File: src/rtl/alu_pkg.sv
package alu_pkg;

    localparam int OP_W = 5;

    typedef enum logic [OP_W-1:0] {
        OP_ADD  = 5'd0,
        OP_ADDC = 5'd1,
        OP_SUB  = 5'd2,
        OP_SUBB = 5'd3,
        OP_INC  = 5'd4,
        OP_DEC  = 5'd5,
        OP_AND  = 5'd6,
        OP_OR   = 5'd7,
        OP_XOR  = 5'd8,
        OP_COM  = 5'd9,
        OP_NEG  = 5'd10,
        OP_SWAP = 5'd11,
        OP_RLC  = 5'd12,
        OP_RRC  = 5'd13,
        OP_RL   = 5'd14,
        OP_RR   = 5'd15,
        OP_MUL  = 5'd16
    } alu_op_e;

    // Which status bits an operation is allowed to touch
    typedef struct packed {
        logic c;
        logic dc;
        logic z;
        logic ov;
    } flag_set_t;

    // Operand steering for the shared adder
    typedef enum logic [0:0] {X_OPA, X_ZERO} x_sel_e;
    typedef enum logic [2:0] {Y_OPB, Y_NOT_B, Y_ZERO, Y_ONES, Y_NOT_A} y_sel_e;
    typedef enum logic [1:0] {CI_ZERO, CI_ONE, CI_FLAG} ci_sel_e;

    typedef struct packed {
        x_sel_e  xs;
        y_sel_e  ys;
        ci_sel_e cs;
    } arith_ctl_t;

    function automatic logic is_arith(alu_op_e op);
        case (op)
            OP_ADD, OP_ADDC, OP_SUB, OP_SUBB,
            OP_INC, OP_DEC, OP_NEG: return 1'b1;
            default:                return 1'b0;
        endcase
    endfunction

    function automatic logic is_bitop(alu_op_e op);
        case (op)
            OP_AND, OP_OR, OP_XOR, OP_COM, OP_SWAP,
            OP_RLC, OP_RRC, OP_RL, OP_RR: return 1'b1;
            default:                      return 1'b0;
        endcase
    endfunction

    // Subtraction is a + ~b + carry-in; carry out then means "no borrow"
    function automatic arith_ctl_t arith_ctl(alu_op_e op);
        arith_ctl_t k;
        k = '{xs: X_OPA, ys: Y_OPB, cs: CI_ZERO};
        case (op)
            OP_ADD:  k = '{xs: X_OPA,  ys: Y_OPB,   cs: CI_ZERO};
            OP_ADDC: k = '{xs: X_OPA,  ys: Y_OPB,   cs: CI_FLAG};
            OP_SUB:  k = '{xs: X_OPA,  ys: Y_NOT_B, cs: CI_ONE};
            OP_SUBB: k = '{xs: X_OPA,  ys: Y_NOT_B, cs: CI_FLAG};
            OP_INC:  k = '{xs: X_OPA,  ys: Y_ZERO,  cs: CI_ONE};
            OP_DEC:  k = '{xs: X_OPA,  ys: Y_ONES,  cs: CI_ZERO};
            OP_NEG:  k = '{xs: X_ZERO, ys: Y_NOT_A, cs: CI_ONE};
            default: k = '{xs: X_OPA,  ys: Y_OPB,   cs: CI_ZERO};
        endcase
        return k;
    endfunction

    function automatic flag_set_t flag_mask(alu_op_e op);
        flag_set_t m;
        m = '0;
        case (op)
            OP_ADD, OP_ADDC, OP_SUB, OP_SUBB,
            OP_INC, OP_DEC:                  m = '{c: 1'b1, dc: 1'b1, z: 1'b1, ov: 1'b1};
            OP_NEG:                          m = '{c: 1'b1, dc: 1'b0, z: 1'b1, ov: 1'b1};
            OP_AND, OP_OR, OP_XOR, OP_COM:   m = '{c: 1'b0, dc: 1'b0, z: 1'b1, ov: 1'b0};
            OP_RLC, OP_RRC:                  m = '{c: 1'b1, dc: 1'b0, z: 1'b0, ov: 1'b0};
            default:                         m = '0;
        endcase
        return m;
    endfunction

endpackage

File: src/rtl/alu_addsub.sv
module alu_addsub #(
    parameter int DATA_W = 8
) (
    input  logic [DATA_W-1:0] x_i,
    input  logic [DATA_W-1:0] y_i,
    input  logic              ci_i,
    output logic [DATA_W-1:0] sum_o,
    output logic              co_o,
    output logic              hco_o,
    output logic              ovf_o
);
    localparam int NIB_W = DATA_W / 2;
    localparam int HI_W  = DATA_W - NIB_W;

    logic [NIB_W:0] lo_sum;
    logic [HI_W:0]  hi_sum;

    // Split at the nibble boundary so the half carry is a real wire
    always_comb begin
        lo_sum = {1'b0, x_i[NIB_W-1:0]} + {1'b0, y_i[NIB_W-1:0]}
               + {{NIB_W{1'b0}}, ci_i};
        hi_sum = {1'b0, x_i[DATA_W-1:NIB_W]} + {1'b0, y_i[DATA_W-1:NIB_W]}
               + {{HI_W{1'b0}}, lo_sum[NIB_W]};
    end

    assign sum_o = {hi_sum[HI_W-1:0], lo_sum[NIB_W-1:0]};
    assign co_o  = hi_sum[HI_W];
    assign hco_o = lo_sum[NIB_W];
    // Same-sign inputs with a different-sign sum
    assign ovf_o = (x_i[DATA_W-1] == y_i[DATA_W-1]) &&
                   (sum_o[DATA_W-1] != x_i[DATA_W-1]);

endmodule

File: src/rtl/alu_bitops.sv
module alu_bitops
    import alu_pkg::*;
#(
    parameter int DATA_W = 8
) (
    input  alu_op_e           op_i,
    input  logic [DATA_W-1:0] a_i,
    input  logic [DATA_W-1:0] b_i,
    input  logic              c_i,
    output logic [DATA_W-1:0] res_o,
    output logic              c_o
);
    localparam int NIB_W = DATA_W / 2;

    always_comb begin
        res_o = '0;
        c_o   = c_i;
        case (op_i)
            OP_AND:  res_o = a_i & b_i;
            OP_OR:   res_o = a_i | b_i;
            OP_XOR:  res_o = a_i ^ b_i;
            OP_COM:  res_o = ~a_i;
            OP_SWAP: res_o = {a_i[NIB_W-1:0], a_i[DATA_W-1:NIB_W]};
            OP_RLC: begin
                res_o = {a_i[DATA_W-2:0], c_i};
                c_o   = a_i[DATA_W-1];
            end
            OP_RRC: begin
                res_o = {c_i, a_i[DATA_W-1:1]};
                c_o   = a_i[0];
            end
            OP_RL:   res_o = {a_i[DATA_W-2:0], a_i[DATA_W-1]};
            OP_RR:   res_o = {a_i[0], a_i[DATA_W-1:1]};
            default: res_o = '0;
        endcase
    end

endmodule

File: src/rtl/alu_mult.sv
module alu_mult #(
    parameter int DATA_W    = 8,
    parameter bit SHIFT_ADD = 1'b0
) (
    input  logic [DATA_W-1:0]   a_i,
    input  logic [DATA_W-1:0]   b_i,
    output logic [2*DATA_W-1:0] p_o
);
    localparam int P_W = 2 * DATA_W;

    generate
        if (SHIFT_ADD) begin : g_array
            // Explicit partial-product accumulation
            always_comb begin
                p_o = '0;
                for (int i = 0; i < DATA_W; i++) begin
                    if (b_i[i]) begin
                        p_o = p_o + ({{DATA_W{1'b0}}, a_i} << i);
                    end
                end
            end
        end else begin : g_operator
            assign p_o = P_W'(a_i) * P_W'(b_i);
        end
    endgenerate

endmodule

File: src/rtl/alu_core.sv
module alu_core
    import alu_pkg::*;
#(
    parameter int DATA_W    = 8,
    parameter bit SHIFT_ADD = 1'b0
) (
    input  logic [4:0]          op_i,
    input  logic [DATA_W-1:0]   a_i,
    input  logic [DATA_W-1:0]   b_i,
    input  logic                c_i,
    input  logic                dc_i,
    output logic [DATA_W-1:0]   res_o,
    output logic [2*DATA_W-1:0] prod_o,
    output logic                c_o,
    output logic                dc_o,
    output logic                z_o,
    output logic                ov_o,
    output logic                c_we_o,
    output logic                dc_we_o,
    output logic                z_we_o,
    output logic                ov_we_o
);
    localparam logic [DATA_W-1:0] MAX_POS = {1'b0, {(DATA_W-1){1'b1}}};

    alu_op_e    op;
    arith_ctl_t actl;
    flag_set_t  mask;

    logic [DATA_W-1:0]   add_x, add_y, add_sum;
    logic                add_ci, add_co, add_hco, add_ovf;
    logic [DATA_W-1:0]   bit_res;
    logic                bit_c;
    logic [2*DATA_W-1:0] mul_p;

    assign op   = alu_op_e'(op_i);
    assign actl = arith_ctl(op);
    assign mask = flag_mask(op);

    // Operand steering for the shared adder
    always_comb begin
        add_x = (actl.xs == X_ZERO) ? '0 : a_i;
        case (actl.ys)
            Y_OPB:   add_y = b_i;
            Y_NOT_B: add_y = ~b_i;
            Y_ZERO:  add_y = '0;
            Y_ONES:  add_y = '1;
            Y_NOT_A: add_y = ~a_i;
            default: add_y = b_i;
        endcase
        case (actl.cs)
            CI_ZERO: add_ci = 1'b0;
            CI_ONE:  add_ci = 1'b1;
            CI_FLAG: add_ci = c_i;
            default: add_ci = 1'b0;
        endcase
    end

    alu_addsub #(.DATA_W(DATA_W)) u_addsub (
        .x_i  (add_x),
        .y_i  (add_y),
        .ci_i (add_ci),
        .sum_o(add_sum),
        .co_o (add_co),
        .hco_o(add_hco),
        .ovf_o(add_ovf)
    );

    alu_bitops #(.DATA_W(DATA_W)) u_bitops (
        .op_i (op),
        .a_i  (a_i),
        .b_i  (b_i),
        .c_i  (c_i),
        .res_o(bit_res),
        .c_o  (bit_c)
    );

    alu_mult #(.DATA_W(DATA_W), .SHIFT_ADD(SHIFT_ADD)) u_mult (
        .a_i(a_i),
        .b_i(b_i),
        .p_o(mul_p)
    );

    // Result and product selection
    always_comb begin
        prod_o = '0;
        if (is_arith(op)) begin
            res_o = add_sum;
        end else if (is_bitop(op)) begin
            res_o = bit_res;
        end else if (op == OP_MUL) begin
            res_o  = mul_p[DATA_W-1:0];
            prod_o = mul_p;
        end else begin
            res_o = '0;
        end
    end

    // Flag next values, gated by the per-operation mask
    always_comb begin
        c_we_o  = mask.c;
        dc_we_o = mask.dc;
        z_we_o  = mask.z;
        ov_we_o = mask.ov;
        c_o     = c_i;
        dc_o    = dc_i;
        if (mask.c) begin
            c_o = is_arith(op) ? add_co : bit_c;
        end
        if (mask.dc) begin
            dc_o = add_hco;
        end
        z_o  = mask.z && (res_o == '0);
        ov_o = mask.ov && add_ovf;
    end

    // Checks beside the selection logic
    always_comb begin
        AST_ADD_CARRY: assert (!(op == OP_ADD) || (c_o == (a_i > ~b_i)))
            else $error("add carry disagrees with unsigned range");
        AST_SUB_NO_BORROW: assert (!(op == OP_SUB) || (c_o == (a_i >= b_i)))
            else $error("subtract carry is not the no-borrow compare");
        AST_INC_OVF: assert (!(op == OP_INC) || (ov_o == (a_i == MAX_POS)))
            else $error("increment overflow wrong");
        AST_LOGIC_ONLY_Z: assert (!(op inside {OP_AND, OP_OR, OP_XOR, OP_COM})
                                  || (z_we_o && !c_we_o && !dc_we_o && !ov_we_o))
            else $error("logic op wrote a flag other than Z");
        AST_NEG_DC_KEPT: assert (!(op == OP_NEG) || (!dc_we_o && dc_o == dc_i))
            else $error("negate touched digit carry");
        AST_MUL_QUIET: assert (!(op == OP_MUL) || ({c_we_o, dc_we_o, z_we_o, ov_we_o} == 4'b0000
                                  && res_o == prod_o[DATA_W-1:0]))
            else $error("multiply wrote flags or result mismatch");
        AST_UNASSIGNED_IDLE: assert (!(op_i > 5'd16) || ({c_we_o, dc_we_o, z_we_o, ov_we_o} == 4'b0000
                                  && res_o == '0))
            else $error("unassigned code produced activity");
        AST_PROD_ONLY_MUL: assert ((op == OP_MUL) || (prod_o == '0))
            else $error("product nonzero outside multiply");
    end

endmodule

File: config.mk
export PLATFORM = sky130hd
export DESIGN_NAME = alu_core
export DESIGN_NICKNAME = d
export VERILOG_FILES = /design/src/rtl/alu_pkg.sv /design/src/rtl/alu_addsub.sv /design/src/rtl/alu_bitops.sv /design/src/rtl/alu_mult.sv /design/src/rtl/alu_core.sv
export SDC_FILE = /design/constraint.sdc
export NUM_CORES = 1
export LEC_CHECK = 0
export BUFFER_PORTS_ARGS = -buffer_cell sky130_fd_sc_hd__buf_2
export CORE_UTILIZATION = 55
export DETAILED_ROUTE_END_ITERATION = 16
export MAX_ROUTING_LAYER = met4
export PLACE_DENSITY = 0.8
export RECOVER_POWER = 100
export SLEW_MARGIN = 20
export SYNTH_ARGS = -nofsm -noshare
export SYNTH_HDL_FRONTEND = slang
export SYNTH_HIERARCHICAL = 1
export SYNTH_SLANG_ARGS = --single-unit
File: constraint.sdc
create_clock -name vclk -period 6.48
set_clock_uncertainty 0.05 [all_clocks]
set_input_delay 1.296 -clock vclk [all_inputs]
set_output_delay 1.296 -clock vclk [all_outputs]
set_load 0.1 [all_outputs]
==> out/qor.txt, run 1 <==
Critical-path cell list - buf_2 -> and2_1 -> fa_1 -> fa_1 -> ha_1 -> inv_1 -> fa_1 -> inv_1 -> ha_1 -> clkbuf_1 -> nor2b_1 -> nor2_2 -> xnor2_1 -> and3_1 -> a221o_4 -> nor4_4 -> buf_12
DRT iter0 DRCs - 339
Core Util, Final - 77.6%
Largest net degree at the start of global routing - 27
Aggregate global-route resource usage - 34.7%
First-pass GRT wire length - 19800 µm
Top delay family on crit path - adder cells
Synth top area share - 20.3%
Syn. warnings - 6
Critical path type - primary input to primary output
Post-synth top cells - inv_1, and2_1, ha_1
Critical Path End Type - primary output
Post-route ant nets - 0
Die X - 86.8 µm
Router iterations before antenna repair - 6
Die Y-Extent - 86.8 µm
RSZ-0062 raised after global routing - yes
CP bufs+invs - 5
Initial antenna violation count - 0
Critical path fanouts, max - 3
Nets - 724
Yosys cell types - 67
Mapped Area - 3950 µm²
DP HPWL - 9750 µm
Worst hold-check path type - primary input to primary output
Crit path launch type - primary input
MaxCap Viol Count - 1
Peak VDD IR - 0.000169 V
Fin. Hold Viols - 0
Setup ws final - -0.326 ns
Slew HR - -65.3%
Core Region - 6870 µm²
Slowest stage delay, CP - 0.48 ns
Crit path arrival time - 5.46 ns
Status - complete, but fails checks
Initial Utilization - 57.5%
Final min period - 6.81 ns
Post-Syn Instances - 488
WL/cell - 18.3 µm
Seq Cell Count - 0
Filler cells - 475
Count leader, synth - inv_1
Overflow after GRT - 0
Hold WS - 3.07 ns
Share of cells above drive strength 1 - 34.4%
# setup viols final - 9
Leakage power - 2.81 nW
Critical path's slowest cell - fa_1
Die area - 7530 µm²
Vias per inst - 5.95
Via count - 4134
Vias in the first global route - 4135
Port bufs - 55
FF/Latch Area - 0 µm²
Required time worst endpoint - 5.13 ns
Ports - 55
Routability cong. - 0.995
Max frequency - 147 MHz
Clock buf count - 0
Pwr Density - 206 nW/µm²
Syn Area/Cell - 8.10 µm²
Routed wire length - 12700 µm
Drc violations - 0
Syn Nets - 611
Failing checks - capacitance limit, slew limit, setup timing
Seq/Total Area, Yosys - 0%
Diodes inserted - 0
Fin. max-slew vios - 28
Core Rows - 30
Most frequent cell on the critical path - fa_1
Post-synth top area cell - fa_1
Synth top area cells - fa_1, ha_1, and2_1
Final Cycle Share - 105%
Worst Max-Slew Pin Slew - 2.46 ns
Layout area overhead - 35.0%
==> cell families after synthesis <==
logic type / count (synthesis) / synth area share (%)
simple gates: 168 / 24.7
fa+ha+maj: 100 / 39.3
buf+inv: 100 / 10.7
compound gates: 89 / 17.6
mux: 16 / 4.50
xor+xnor: 15 / 3.32
==> layout by cell type (no fill, tap or decap), types with 7 or more instances in the layout <==
cell,n
buf_4,65
nor2_1,14
and2_4,7
and3_4,9
clkbuf_2,11
inv_1,76
nand2_1,34
o21ai_0,10
buf_12,14
mux2_2,8
o221ai_1,8
and3_1,9
fa_1,36
ha_1,56
a21o_1,13
a21oi_2,8
buf_2,22
and2_1,53
xnor2_1,8
buf_6,11
==> path summary, 6_finish.rpt <==
check | from | end | slack [ns] | depth (start not counted)
worst max-delay path | a_i[2] | z_o | -0.33 | 17
worst min-delay path | c_i | c_o | 3.07 | 3
==> per-stage QoR <==
stage               std cells  power, mW  setup TNS, ns  setup WS (ns)  area [µm²]
global route              695       1.18          -2.55         -0.446        5330
CTS                       695      0.996         -0.575         -0.239        5280
finish                    695       1.10          -1.25         -0.326        5330
floorplan                 488      0.653         -0.932         -0.932        4100
global placement          691      0.883         -0.671         -0.208        5090
detailed placement        691      0.919          -1.15         -0.275        5100
==> cell type report <==
cell class	count	area, µm²	share of cell area [%]
Multi-Input combinational cell	388	3810	71.5
Tap cell	96	120	2.25
Inverter	82	308	5.77
Timing Repair Buffer	129	1090	20.5
==> power breakdown <==
group	internal, mW	switching, mW	total [mW]
sequential	0	0	0
clock	0	0	0
combinational	0.482	0.617	1.10
==> what timing repair did <==
action,CTS,global route
setup endpoints to repair,8,10
hold buffers,0,0
hold endpoints to repair,0,0
setup buffers,4,0
pin swaps,25,14
resized for setup,36,25
==> per-layer routing <==
metal | GRT usage [%] | share of wire (%) | wire [µm]
met3 | 3.90 | 8.2 | 1040
met4 | 7.58 | 2.7 | 343
met1 | 44.4 | 40 | 5070
met5 | - | 0 | 0
met2 | 59.0 | 49 | 6240
No activity file was read; power rests on OpenSTA's default activity.
==> run 2, diff against run 1 <==
--- a/config.mk
+++ b/config.mk
@@ -6,13 +6,13 @@
 export NUM_CORES = 1
 export LEC_CHECK = 0
 export BUFFER_PORTS_ARGS = -buffer_cell sky130_fd_sc_hd__buf_2
+export CAP_MARGIN = 20
 export CORE_UTILIZATION = 55
 export DETAILED_ROUTE_END_ITERATION = 16
 export MAX_ROUTING_LAYER = met4
-export PLACE_DENSITY = 0.8
+export PLACE_DENSITY = 0.81
 export RECOVER_POWER = 100
 export SLEW_MARGIN = 20
 export SYNTH_ARGS = -nofsm -noshare
 export SYNTH_HDL_FRONTEND = slang
-export SYNTH_HIERARCHICAL = 1
 export SYNTH_SLANG_ARGS = --single-unit
==> run 2 against run 1 <==
The flow finishes with violations (setup timing). Combinational power grew 5%. Synthesized cell count grew 0.41%. Total power grew 4.2%. Critical path depth grew 2. Final area grew 4.4%. Utilization grew 10 points. Wire length grew 19%. Largest power group unchanged.
==> out/qor.txt, run 2 <==
Top delay family on crit path - adder cells
Syn. warnings - 0
Die X - 83.1 µm
Tot Pwr - 1.15 mW
First-pass GRT wire length - 21700 µm
Crit. Startpoint - a_i[1]
Overflow after GRT - 0
Slowest stage delay, CP - 0.58 ns
M1 WL - 5490 µm
Fin. max-slew vios - 0
Failing checks - setup timing
Routability cong. - 1.05
Required time worst endpoint - 5.13 ns
Critical Path End Type - primary output
Most frequent cell on the critical path - ha_1
Peak VDD IR - 0.000286 V
Post-route ant nets - 0
DP Worst Slack - -0.877 ns
Worst hold-check path type - primary input to primary output
Internal Power - 0.480 mW
Aggregate global-route resource usage - 40.3%
Post-synth top cells - inv_1, ha_1, nor2_1
Initial antenna violation count - 0
Worst Max-Slew Pin Slew - 1.19 ns
Post-Syn Instances - 490
FF/Latch Area - 0 µm²
Critical path fanouts, max - 3
Mapped Area - 3610 µm²
Crit path launch type - primary input
Core Region - 6350 µm²
RSZ-0062 raised after global routing - yes
Die Y-Extent - 83.1 µm
Fin. Hold Viols - 0
Diodes inserted - 0
# setup viols final - 8
Flop pwr share - 0%
Nets - 766
Routed wire length - 15200 µm
Combinational Power Share - 100.0%
Hold Crit Start - c_i
Critical path's slowest cell - or4b_4
Setup ws final - -0.535 ns
Multi-input gate area - 3630 µm²
Synth top area cells - fa_1, ha_1, inv_1
Via count - 4644
Leakage power - 2.81 nW
Highest-count cells in the layout ignoring fill and taps - buf_4, inv_1, ha_1
Drc violations - 0
Critical path type - primary input to primary output
Seq Cell Count - 0
CP bufs+invs - 7
Count leader, synth - inv_1
Synth top area share - 22.2%
Ports - 55
Clock buf count - 0
Status - complete, but fails checks
Port bufs - 55
Share of cells above drive strength 1 - 39.8%
Slew HR - 21.2%
DP HPWL - 10600 µm
Vias per inst - 6.47
Final min period - 7.02 ns
Core Rows - 29
MaxCap Viol Count - 0
Power share of the clock group - 0%
Sw Share - 58.1%
Post-synth top area cell - fa_1
Largest net degree at the start of global routing - 13
Critical-path cell list - buf_6 -> clkinv_4 -> buf_4 -> nor2_1 -> ha_1 -> fa_1 -> ha_1 -> inv_1 -> fa_1 -> inv_1 -> ha_1 -> a211oi_2 -> buf_4 -> o21ai_1 -> a21oi_2 -> or4b_4 -> or4b_4 -> nor4_4 -> buf_12
Yosys cell types - 55
Met3 Wirelength - 1630 µm
Crit path arrival time - 5.67 ns
Syn Nets - 613
Pwr Density - 206 nW/µm²
Router iterations before antenna repair - 6
Vias in the first global route - 4426
Initial Utilization - 56.9%
Routed length on met2 - 7060 µm
Top routing layer in use - met4
WL/cell - 21.1 µm
Seq/Total Area, Yosys - 0%
Filler cells - 328
Final Cycle Share - 108%
DRT iter0 DRCs - 551
Syn Area/Cell - 7.37 µm²
Layout area overhead - 54.1%
Die area - 6900 µm²
P_sw - 0.665 mW
Commonest non-fill, non-tap cell in the layout - buf_4
Max frequency - 143 MHz
-- run 2: cells by family after synthesis --
family | count (synthesis) | share of synthesized area [%]
AND/OR/NAND/NOR | 165 | 21.8
AO/OA/AOI/OAI | 104 | 19.4
buffers and inverters | 104 | 11.2
adder cells (fa/ha/maj) | 100 | 42.9
XOR/XNOR | 10 | 2.42
multiplexers | 7 | 2.18
-- run 2: layer usage --
metal / global-route usage [%] / vias to the layer above
li1: - / 1976
met1: 52.0 / 2163
met2: 64.2 / 376
met3: 6.06 / 129
met4: 14.6 / 0
met5: - / -
-- run 2: worst paths after layout --
check / endpoint / cells after the start
setup / recovery: z_o / 19
hold / removal: c_o / 4
-- run 2: timing repair --
action                                  CTS  global route
pin swaps                                20            15
endpoints found under the setup margin   11            10
buffers inserted                          8            10
gates resized for setup                  87            47
hold buffers                              0             0
-- run 2: layout make-up --
cell class	count	share of cell area (%)
multi-input combinational	386	65.2
timing repair buffer	174	26.9
inverter	81	6.18
tap	77	1.73
-- run 2: metrics by stage --
stage / setup TNS (ns) / util [%] / area (µm²) / hold slack (ns) / std cells
finish: -1.86 / 87.7 / 5570 / 3.22 / 718
global placement: -3.26 / 78.4 / 4980 / 3.05 / 701
detailed placement: -4.28 / 78.4 / 4980 / 3.05 / 701
CTS: -0.901 / 84.2 / 5350 / 3.06 / 708
floorplan: -11.39 / - / 3760 / 2.93 / 490
global route: -2.55 / 87.7 / 5570 / 3.22 / 718
-- run 2: power by group through the flow --
stage / registers [mW] / logic, mW / clock network (mW)
after detailed placement: 0 / 0.901 / 0
after CTS: 0 / 1.04 / 0
after floorplan: 0 / 0.611 / 0
after global routing: 0 / 1.22 / 0
final: 0 / 1.15 / 0
after global placement: 0 / 0.860 / 0
==> run 3, diff against run 2 <==
--- a/config.mk
+++ b/config.mk
@@ -11,7 +11,7 @@
 export DETAILED_ROUTE_END_ITERATION = 16
 export MAX_ROUTING_LAYER = met4
 export PLACE_DENSITY = 0.81
-export RECOVER_POWER = 100
+export RECOVER_POWER = 50
 export SLEW_MARGIN = 20
 export SYNTH_ARGS = -nofsm -noshare
 export SYNTH_HDL_FRONTEND = slang
==> run 3 against run 2 <==
The run still ends with setup timing left. Sequential share of layout area did not move. Critical path depth did not move. Worst hold slack barely moved. Global-route usage did not move. Setup slack improved by 0.017 ns. Count of clock-buffer cells in the layout did not move. Wire length fell by 0.20%. Final area barely moved. Non-clock buffer count did not move. Total power barely moved. Utilization barely moved. Critical endpoint unchanged.
==> out/qor.txt, run 3 (synthesized netlist as in run 2, its figures left out) <==
Status - complete, but fails checks
Failing checks - setup timing
Core Region - 6350 µm²
First-pass GRT wire length - 21700 µm
Peak VDD IR - 0.000286 V
Largest net degree at the start of global routing - 13
Final min period - 7.00 ns
Nets - 766
Critical path's slowest cell - or4b_4
Clock buf count - 0
RSZ-0062 raised after global routing - yes
Required time worst endpoint - 5.13 ns
Vias per inst - 6.46
Setup ws final - -0.518 ns
Hold_buf cts - 0
Power share of the clock group - 0%
Diodes inserted - 0
Initial Utilization - 56.9%
Combinational Power Share - 100.0%
Via count - 4638
Hold Crit Start - c_i
WL/cell - 21.1 µm
Highest-count cells in the layout ignoring fill and taps - buf_4, inv_1, ha_1
Share of cells above drive strength 1 - 39.9%
# setup viols final - 8
Critical path fanouts, max - 3
Worst hold endpoint - c_o
P_sw - 0.665 mW
Initial antenna violation count - 0
Port bufs - 55
Fin. max-slew vios - 0
Core Rows - 29
Critical Path End Type - primary output
Critical path type - primary input to primary output
Sw Share - 58.1%
Die X - 83.1 µm
Post-route ant nets - 0
Crit path launch type - primary input
Worst Hold Depth - 4
Worst Max-Slew Pin Slew - 1.19 ns
Internal Power - 0.480 mW
Crit path arrival time - 5.65 ns
Final Cycle Share - 108%
Aggregate global-route resource usage - 40.3%
Worst hold-check path type - primary input to primary output
Pwr Density - 206 nW/µm²
Max frequency - 143 MHz
Flop pwr share - 0%
Drc violations - 0
Die Y-Extent - 83.1 µm
Slew HR - 21.2%
Critical-path cell list - buf_6 -> clkinv_4 -> buf_4 -> nor2_1 -> ha_1 -> fa_1 -> ha_1 -> inv_1 -> fa_1 -> inv_1 -> ha_1 -> a211oi_2 -> buf_4 -> o21ai_1 -> a21oi_2 -> or4b_4 -> or4b_4 -> nor4_4 -> buf_12
Leakage power - 2.82 nW
Routed wire length - 15100 µm
Slowest stage delay, CP - 0.58 ns
Seq Cell Count - 0
Commonest non-fill, non-tap cell in the layout - buf_4
Router iterations before antenna repair - 7
Crit. Startpoint - a_i[1]
Routability cong. - 1.05
Layout area overhead - 54.1%
Fin. Hold Viols - 0
Most frequent cell on the critical path - ha_1
MaxCap Viol Count - 0
FF/Latch Area - 0 µm²
Tot Pwr - 1.14 mW
Filler cells - 327
Setup TNS - -1.78 ns
Overflow after GRT - 0
Die area - 6900 µm²
DRT iter0 DRCs - 548
DP HPWL - 10600 µm
Ports - 55
Vias in the first global route - 4426
## run 3: changes by cell type in the layout (fill, tap and decap cells not counted), sizes merged
cell,delta
buf,+1
clkbuf,-1
## run 3: area by class of cell
cell class	count	area, µm²	share of cell area, %
timing repair buffer	174	1500	26.9
tap	77	96.3	1.73
inverter	81	344	6.18
multi-input combinational	386	3630	65.2
## run 3: worst max path at each step
stage | endpoint | cells after the start | slack (ns)
2_1_floorplan | z_o | 16 | -1.73
3_3_place_gp | z_o | 20 | -0.78
3_5_place_dp | z_o | 20 | -0.88
4_1_cts | z_o | 17 | -0.41
5_1_grt | z_o | 19 | -0.56
6_report | z_o | 19 | -0.52
## run 3: timing repair
item                       CTS  global route
setup buffers                8            10
gates resized for setup     87            47
setup endpoints to repair   11            10
pin swaps                   20            15
## run 3: metal layers
metal / routed length, µm / GRT usage [%] / vias to the layer above
met5: 0 / - / -
met4: 975 / 14.6 / 0
met3: 1580 / 6.06 / 120
met2: 7030 / 64.2 / 360
met1: 5550 / 52.0 / 2180
li1: - / - / 1978
## run 3: per-stage QoR
step	setup slack (ns)	area [µm²]	util, %	hold slack, ns	cells
2_1_floorplan	-1.73	3760	-	2.93	490
3_5_place_dp	-0.877	4980	78.4	3.05	701
3_3_place_gp	-0.785	4980	78.4	3.05	701
4_1_cts	-0.405	5350	84.2	3.06	708
6_report	-0.518	5570	87.7	3.22	718
5_1_grt	-0.564	5570	87.7	3.22	718
## run 3: critical path: cells and delay by family
family                     cells  cell delay, ns
AOI/OAI and AO/OA              3            0.35
adders and majority gates      5            1.74
buffers and inverters          7            0.79
and+or+nand+nor                4            1.45
## run 3: power groups by stage
stage	combinational, mW	sequential (mW)	clock, mW
final	1.14	0	0
after global routing	1.22	0	0
after CTS	1.04	0	0
after detailed placement	0.901	0	0
after global placement	0.860	0	0
after floorplan	0.611	0	0
